`src/rtl/i2s_quad_pkg.sv`:
```
package i2s_quad_pkg;

    // Significant bits kept per audio word.
    localparam int SAMPLE_BITS = 20;
    // Serial data lines per direction.
    localparam int LINE_CNT    = 2;
    // Line index of each stereo pair.
    localparam int LINE_FRONT  = 0;
    localparam int LINE_REAR   = 1;
    // Synchronizer depth for the external pins.
    localparam int SYNC_DEPTH  = 2;

endpackage

```
`src/rtl/i2s_pin_sync.sv`:
```
module i2s_pin_sync #(
    parameter int WIDTH  = 1,
    parameter int STAGES = i2s_quad_pkg::SYNC_DEPTH
) (
    input  logic             clk,
    input  logic             rst_n,
    input  logic [WIDTH-1:0] pin_i,
    output logic [WIDTH-1:0] sync_o
);

    logic [STAGES-1:0][WIDTH-1:0] chain_d;
    logic [STAGES-1:0][WIDTH-1:0] chain_q;

    always_comb begin
        chain_d[0] = pin_i;
        for (int s = 1; s < STAGES; s++) begin
            chain_d[s] = chain_q[s-1];
        end
    end

    always_ff @(posedge clk or negedge rst_n) begin
        if (!rst_n) begin
            chain_q <= '0;
        end else begin
            chain_q <= chain_d;
        end
    end

    assign sync_o = chain_q[STAGES-1];

endmodule

```
`src/rtl/i2s_quad_rx.sv`:
```
module i2s_quad_rx #(
    parameter int SAMPLE_W = i2s_quad_pkg::SAMPLE_BITS,
    parameter int LINES    = i2s_quad_pkg::LINE_CNT
) (
    input  logic                            clk,
    input  logic                            rst_n,
    input  logic                            sck_i,
    input  logic                            ws_i,
    input  logic [LINES-1:0]                sd_i,
    output logic [LINES-1:0][SAMPLE_W-1:0]  left_o,
    output logic [LINES-1:0][SAMPLE_W-1:0]  right_o,
    output logic                            valid_o
);

    localparam int                CNT_W   = $clog2(SAMPLE_W + 1);
    localparam logic [CNT_W-1:0]  CNT_MAX = CNT_W'(SAMPLE_W);

    typedef logic [LINES-1:0][SAMPLE_W-1:0] word_vec_t;

    typedef struct packed {
        logic             sck_prev;
        logic             ws_prev;
        logic             primed;
        logic             word_ok;
        logic             got_left;
        logic             valid;
        logic [CNT_W-1:0] cnt;
        word_vec_t        acc;
        word_vec_t        stage;
        word_vec_t        out_l;
        word_vec_t        out_r;
    } rx_state_t;

    rx_state_t q;
    rx_state_t d;
    logic      rise;
    logic      ws_edge;
    word_vec_t acc_next;

    always_comb begin
        d          = q;
        d.valid    = 1'b0;
        d.sck_prev = sck_i;
        rise       = sck_i && !q.sck_prev;
        ws_edge    = rise && q.primed && (ws_i != q.ws_prev);

        // Place the incoming bit at the next free position, MSB first.
        acc_next = q.acc;
        for (int l = 0; l < LINES; l++) begin
            for (int b = 0; b < SAMPLE_W; b++) begin
                if ((q.cnt < CNT_MAX) && (int'(q.cnt) == SAMPLE_W - 1 - b)) begin
                    acc_next[l][b] = sd_i[l];
                end
            end
        end

        if (rise) begin
            d.primed  = 1'b1;
            d.ws_prev = ws_i;
            if (ws_edge) begin
                // This bit closes the word of channel ws_prev.
                if (q.word_ok) begin
                    if (!q.ws_prev) begin
                        d.stage    = acc_next;
                        d.got_left = 1'b1;
                    end else begin
                        if (q.got_left) begin
                            d.out_l = q.stage;
                            d.out_r = acc_next;
                            d.valid = 1'b1;
                        end
                        d.got_left = 1'b0;
                    end
                end
                d.acc     = '0;
                d.cnt     = '0;
                d.word_ok = 1'b1;
            end else begin
                d.acc = acc_next;
                if (q.cnt < CNT_MAX) begin
                    d.cnt = q.cnt + CNT_W'(1);
                end
            end
        end
    end

    always_ff @(posedge clk or negedge rst_n) begin
        if (!rst_n) begin
            q <= '0;
        end else begin
            q <= d;
        end
    end

    assign left_o  = q.out_l;
    assign right_o = q.out_r;
    assign valid_o = q.valid;


    rx_valid_pulse_chk: assert property (@(posedge clk) disable iff (!rst_n)
        q.valid |=> !q.valid);


    rx_hold_chk: assert property (@(posedge clk) disable iff (!rst_n)
        !q.valid |-> ($stable(q.out_l) && $stable(q.out_r)));


    rx_cnt_bound_chk: assert property (@(posedge clk) disable iff (!rst_n)
        q.cnt <= CNT_MAX);


    rx_frame_order_chk: assert property (@(posedge clk) disable iff (!rst_n)
        q.valid |-> $past(q.got_left));

endmodule

```
`src/rtl/i2s_quad_tx.sv`:
```
module i2s_quad_tx #(
    parameter int SAMPLE_W = i2s_quad_pkg::SAMPLE_BITS,
    parameter int LINES    = i2s_quad_pkg::LINE_CNT
) (
    input  logic                            clk,
    input  logic                            rst_n,
    input  logic                            sck_i,
    input  logic                            ws_i,
    input  logic [LINES-1:0][SAMPLE_W-1:0]  left_i,
    input  logic [LINES-1:0][SAMPLE_W-1:0]  right_i,
    output logic [LINES-1:0]                sd_o
);

    typedef logic [LINES-1:0][SAMPLE_W-1:0] word_vec_t;

    typedef struct packed {
        logic             sck_prev;
        logic             ws_last;
        logic             pend;
        logic             pend_ch;
        logic [LINES-1:0] sd;
        word_vec_t        sh;
        word_vec_t        hold;
    } tx_state_t;

    tx_state_t q;
    tx_state_t d;
    logic      fall;

    always_comb begin
        d          = q;
        d.sck_prev = sck_i;
        fall       = !sck_i && q.sck_prev;

        if (fall) begin
            d.ws_last = ws_i;
            // Default: next bit of the running word, zeros once it is used up.
            for (int l = 0; l < LINES; l++) begin
                d.sd[l] = q.sh[l][SAMPLE_W-1];
                d.sh[l] = q.sh[l] << 1;
            end
            // A word starts one slot after its word-select change.
            if (q.pend) begin
                if (!q.pend_ch) begin
                    for (int l = 0; l < LINES; l++) begin
                        d.sd[l] = left_i[l][SAMPLE_W-1];
                        d.sh[l] = left_i[l] << 1;
                    end
                    d.hold = right_i;
                end else begin
                    for (int l = 0; l < LINES; l++) begin
                        d.sd[l] = q.hold[l][SAMPLE_W-1];
                        d.sh[l] = q.hold[l] << 1;
                    end
                end
                d.pend = 1'b0;
            end
            if (ws_i != q.ws_last) begin
                d.pend    = 1'b1;
                d.pend_ch = ws_i;
            end
        end
    end

    always_ff @(posedge clk or negedge rst_n) begin
        if (!rst_n) begin
            q <= '0;
        end else begin
            q <= d;
        end
    end

    assign sd_o = q.sd;


    tx_sd_hold_chk: assert property (@(posedge clk) disable iff (!rst_n)
        !fall |=> $stable(q.sd));


    tx_latch_chk: assert property (@(posedge clk) disable iff (!rst_n)
        !(fall && q.pend && !q.pend_ch) |=> $stable(q.hold));

endmodule

```
`src/rtl/i2s_quad_port.sv`:
```
module i2s_quad_port
    import i2s_quad_pkg::*;
#(
    parameter int SAMPLE_W = SAMPLE_BITS
) (
    input  logic                clk,
    input  logic                rst_n,
    input  logic                rx_sck,
    input  logic                rx_ws,
    input  logic                rx_sd_front,
    input  logic                rx_sd_rear,
    output logic [SAMPLE_W-1:0] rx_front_l,
    output logic [SAMPLE_W-1:0] rx_front_r,
    output logic [SAMPLE_W-1:0] rx_rear_l,
    output logic [SAMPLE_W-1:0] rx_rear_r,
    output logic                rx_valid,
    input  logic                tx_sck,
    input  logic                tx_ws,
    input  logic [SAMPLE_W-1:0] tx_front_l,
    input  logic [SAMPLE_W-1:0] tx_front_r,
    input  logic [SAMPLE_W-1:0] tx_rear_l,
    input  logic [SAMPLE_W-1:0] tx_rear_r,
    output logic                tx_sd_front,
    output logic                tx_sd_rear
);

    localparam int RX_PINS = 2 + LINE_CNT;

    logic [RX_PINS-1:0]                   rx_pins;
    logic [RX_PINS-1:0]                   rx_sync;
    logic [1:0]                           tx_pins;
    logic [1:0]                           tx_sync;
    logic [LINE_CNT-1:0]                  rx_sd_s;
    logic [LINE_CNT-1:0][SAMPLE_W-1:0]    rx_left;
    logic [LINE_CNT-1:0][SAMPLE_W-1:0]    rx_right;
    logic [LINE_CNT-1:0][SAMPLE_W-1:0]    tx_left;
    logic [LINE_CNT-1:0][SAMPLE_W-1:0]    tx_right;
    logic [LINE_CNT-1:0]                  tx_sd;

    assign rx_pins = {rx_sd_rear, rx_sd_front, rx_ws, rx_sck};
    assign tx_pins = {tx_ws, tx_sck};
    assign rx_sd_s = rx_sync[RX_PINS-1:2];

    i2s_pin_sync #(.WIDTH(RX_PINS), .STAGES(SYNC_DEPTH)) u_rx_sync (
        .clk    (clk),
        .rst_n  (rst_n),
        .pin_i  (rx_pins),
        .sync_o (rx_sync)
    );

    i2s_pin_sync #(.WIDTH(2), .STAGES(SYNC_DEPTH)) u_tx_sync (
        .clk    (clk),
        .rst_n  (rst_n),
        .pin_i  (tx_pins),
        .sync_o (tx_sync)
    );

    i2s_quad_rx #(.SAMPLE_W(SAMPLE_W), .LINES(LINE_CNT)) u_rx (
        .clk     (clk),
        .rst_n   (rst_n),
        .sck_i   (rx_sync[0]),
        .ws_i    (rx_sync[1]),
        .sd_i    (rx_sd_s),
        .left_o  (rx_left),
        .right_o (rx_right),
        .valid_o (rx_valid)
    );

    assign tx_left[LINE_FRONT]  = tx_front_l;
    assign tx_left[LINE_REAR]   = tx_rear_l;
    assign tx_right[LINE_FRONT] = tx_front_r;
    assign tx_right[LINE_REAR]  = tx_rear_r;

    i2s_quad_tx #(.SAMPLE_W(SAMPLE_W), .LINES(LINE_CNT)) u_tx (
        .clk     (clk),
        .rst_n   (rst_n),
        .sck_i   (tx_sync[0]),
        .ws_i    (tx_sync[1]),
        .left_i  (tx_left),
        .right_i (tx_right),
        .sd_o    (tx_sd)
    );

    assign rx_front_l  = rx_left[LINE_FRONT];
    assign rx_rear_l   = rx_left[LINE_REAR];
    assign rx_front_r  = rx_right[LINE_FRONT];
    assign rx_rear_r   = rx_right[LINE_REAR];
    assign tx_sd_front = tx_sd[LINE_FRONT];
    assign tx_sd_rear  = tx_sd[LINE_REAR];

endmodule

```
`config.mk`:
```
export PLATFORM = sky130hd
export DESIGN_NAME = i2s_quad_port
export DESIGN_NICKNAME = d
export VERILOG_FILES = /design/src/rtl/i2s_quad_pkg.sv /design/src/rtl/i2s_pin_sync.sv /design/src/rtl/i2s_quad_rx.sv /design/src/rtl/i2s_quad_tx.sv /design/src/rtl/i2s_quad_port.sv
export SDC_FILE = /design/constraint.sdc
export NUM_CORES = 1
export LEC_CHECK = 0
export CAP_MARGIN = 15
export CORE_MARGIN = 2
export CORE_UTILIZATION = 30
export CTS_CLUSTER_SIZE = 20
export DETAILED_ROUTE_END_ITERATION = 6
export GPL_ROUTABILITY_DRIVEN = 0
export GPL_TIMING_DRIVEN = 0
export PLACE_DENSITY_LB_ADDON = 0.1
export SETUP_SLACK_MARGIN = 0.15
export SLEW_MARGIN = 20
export SYNTH_ARGS = -nofsm -noshare
export SYNTH_HDL_FRONTEND = slang
export SYNTH_SLANG_ARGS = --single-unit
export TNS_END_PERCENT = 100
```
`constraint.sdc`:
```
create_clock -name clk -period 4.5 [get_ports clk]
set_input_delay 0.9 -clock clk [delete_from_list [all_inputs] [get_ports clk]]
set_output_delay 0.9 -clock clk [all_outputs]
set_load 0.01 [all_outputs]
```
==> metrics.cfg <==
[global_routing]
track_usage=0.149
grt_max_degree=86
antenna_found_initial=1
grt_first_pass_wirelength_mm=47.8
via_count_of_the_first_global_routing_pass=7902
grt_remaining_overflow=0

[placement]
hpwlAfterDp_mm=21.1
io_buffers=170

[floorplan]
die_width_um=205
io-pin-count=171
die_h_um=205
floorplan.rows=73
coreArea_mm2=0.0399
design.die.area_mm2=0.0422
start_util=0.305

[clock_network]
post_cts_hold_buffer_count=0
clk_root_buffer_cell=clkbuf_16
cts_inserted_buffers=34
cts-root-to-sink-buffers=3
cts.htree.levels=2
cts_tree=done
clk-insertion-delay-late_ns=0.53
cts_post_setup_buffers_inserted=0
post_cts.resized_instances=0
clock_transition_at_the_register_clock_pins_on_the_worst_setup_and_hold_paths_after_cts_ns=0.05
tritoncts_num_sinks=267

[final_layout]
num_antenna_cells=0
layout-drive-gt1-share=0.334
multiInputGateArea_mm2=0.00459
layout.filler_cells=3835
fin_util=0.394
flow.area_growth_from_synthesis_pct=29.0
nets=1194
regArea_mm2=0.00668

[setup_path]
startpoint_type=flop
cp_data_arrival_time_ns=1.56
cp_data_required_time_ns=3.60
worstSetupPathType=flop to output port
r2r_start=u_rx.q[160]
crit-reg2reg-capture=u_rx.q[103]
worst-r2r-cell-count=5
critPathLaunch=u_rx.right_o[34]
r2r_setup_slack_ns=2.22
path_max_fanout=2
critical_path.endpoint_type=output port
endpoint=rx_rear_r[14]

[logic_synthesis]
synth_sequential_area_ratio=0.549
synth-edff-count=0
postSynthRegisterBits=267
synth_cell_type_count=41
async_reset_ff_frac=1.00
ys.flop_type=dfrtp_1
syn_nets=985
netlist_instances=892
syn-cell-area_mm2=0.0122
synth.avg_cell_area_um2=13.7
synthesis.yosys.warnings=0

[worst_hold_path]
hold_path_class=input pin to asynchronous set/reset pin

[timing]
finalMaxSlewViolations=0
fmax_ghz=0.407
rsz0062_at_grt=false
fin_crit_sh=0.547
final_setup_violations=0
timing.clock.skew_ns=0.0238
relSlewSlack=0.565
finalCriticalPeriod_ns=2.46
max_slew.worst_pin.slew_ns=0.652
hold_viol_final=0

[pwr]
cellPowerDensity_mw_per_mm2=455
total_leakage_power_nw=7.75
vdd_ir_drop_max_mv=0.248
total_power_mw=7.14

[detailed_routing]
initialDrtViolationCount=346
drt-total-wl_mm=30.4
dr_total_vias=7525
ant_nets=0
via_per_inst=4.57
drt_first_pass_iters=4
post-route-drc-count=0
avgRoutedWirePerCell_um=18.4

[run]
max-cap-violations=0

[outcome]
status=completed

==> critical path, cell delays in order, from the launching register on <==
cell	delay, ns
dfrtp_1	0.36
buf_4	0.11
clkdlybuf4s50_1	0.56
==> worst min-delay path by stage <==
| stage | start | endpoint | slack, ns | cells after the start |
|---|---|---|---|---|
| 2_1_floorplan | u_rx_sync.chain_d[4] | u_rx_sync.sync_o[0] | 0.33 | 0 |
| 3_3_place_gp | u_rx_sync.chain_d[7] | u_rx_sync.sync_o[3] | 0.34 | 0 |
| 3_5_place_dp | u_rx_sync.chain_d[4] | u_rx_sync.sync_o[0] | 0.34 | 0 |
| 4_1_cts | rst_n | u_tx.q[36] | 0.26 | 1 |
| 5_1_grt | rst_n | u_tx_sync.chain_d[2] | 0.29 | 1 |
| 6_report | rst_n | u_tx.q[36] | 0.28 | 1 |
==> sequential cells by signal, summed over array words and instances (netlist names) <==
name and cells:
u_rx.right_o 40, u_tx_sync.sync_o 2, u_rx_sync.sync_o 4, u_rx.valid_o 1, u_rx_sync.chain_d 4, u_tx_sync.chain_d 2, u_tx.q 82, u_rx.q 90
u_rx.left_o 40, u_tx.sd_o 2
==> area by class of cell <==
class	count	area share
flip-flops and latches	267	0.425
multi-input cells	481	0.292
well taps	525	0.0418
repair buffers	173	0.114
clock inverters	7	0.00581
plain buffers	140	0.0570
clock buffers	50	0.0632
inverters	4	0.000956
==> where the power goes <==
| part | internal [mW] | switching [mW] | total, mW |
|---|---|---|---|
| clock | 1.63 | 1.03 | 2.66 |
| combinational | 0.841 | 0.657 | 1.50 |
| sequential | 2.78 | 0.208 | 2.99 |
==> cell usage in the layout (no fill, tap or decap), types with 3 or more instances in the layout <==
| cell | count |
|---|---|
| dfrtp_1 | 267 |
| nand3_1 | 5 |
| clkdlybuf4s50_1 | 169 |
| clkinv_2 | 3 |
| nor4b_4 | 4 |
| buf_4 | 85 |
| mux2i_1 | 40 |
| a22o_1 | 38 |
| and3_1 | 3 |
| nor2_1 | 41 |
| buf_2 | 20 |
| a21oi_1 | 6 |
| a21o_1 | 39 |
| mux2_4 | 25 |
| clkbuf_1 | 40 |
| mux2_1 | 3 |
| nor2b_1 | 3 |
| buf_16 | 3 |
| mux2_2 | 170 |
| o211ai_1 | 4 |
| clkbuf_8 | 6 |
| and4bb_2 | 5 |
| a211oi_1 | 38 |
| nand2_1 | 14 |
| o21ai_0 | 8 |
| nand2b_1 | 6 |
| nand4b_4 | 3 |
| clkbuf_16 | 35 |
| and4bb_4 | 5 |
| ha_1 | 5 |
| inv_1 | 4 |
==> metrics by stage <==
step                      area, um^2  hold WS (ns)  std cells  setup slack (ns)   TNS, ns
after floorplan                12200         0.331        892              2.67         0
after global placement         14500         0.338       1587             -9.98  -2647.92
after detailed placement       14600         0.336       1590              2.04         0
after CTS                      15700         0.264       1647              1.99         0
after global routing           15700         0.287       1647              1.95         0
final                          15700         0.278       1647              2.04         0
==> layer usage <==
layer,global-route usage,share of wire,vias to the layer above
met5,0,0.00030,-
met4,0.0462,0.023,2
met3,0.0344,0.052,49
met2,0.213,0.43,157
met1,0.221,0.50,3763
li1,-,-,3554
==> kinds of logic (layout without fill, tap and decap cells) <==
family | count (synthesis) | count (layout) | share of synthesized area
multiplexers | 238 | 238 | 0.224
XOR/XNOR | 2 | 2 | 0.00144
flip-flops | 267 | 267 | 0.549
AND/OR/NAND/NOR | 97 | 97 | 0.0593
buffers and inverters | 144 | 374 | 0.0748
adder cells (fa/ha/maj) | 5 | 5 | 0.00514
AO/OA/AOI/OAI | 139 | 139 | 0.0872
==> cell usage after synthesis, types with 4 or more instances <==
cell,instances,area (um^2)
nand3_1,5,25.0
mux2_4,25,375
nand2b_1,6,37.5
dfrtp_1,267,6680
inv_1,4,15.0
buf_4,85,638
a21o_1,39,293
and4bb_4,5,81.3
a21oi_1,6,30.0
o211ai_1,4,30.0
nand2_1,14,52.6
nor4b_4,4,95.1
ha_1,5,62.6
o21ai_0,8,40.0
nor2_1,41,154
mux2_2,170,1910
and4bb_2,5,62.6
mux2i_1,40,400
clkbuf_1,31,116
buf_2,20,100
a22o_1,38,333
a211oi_1,38,285
Power figures use the tool's default switching activity.
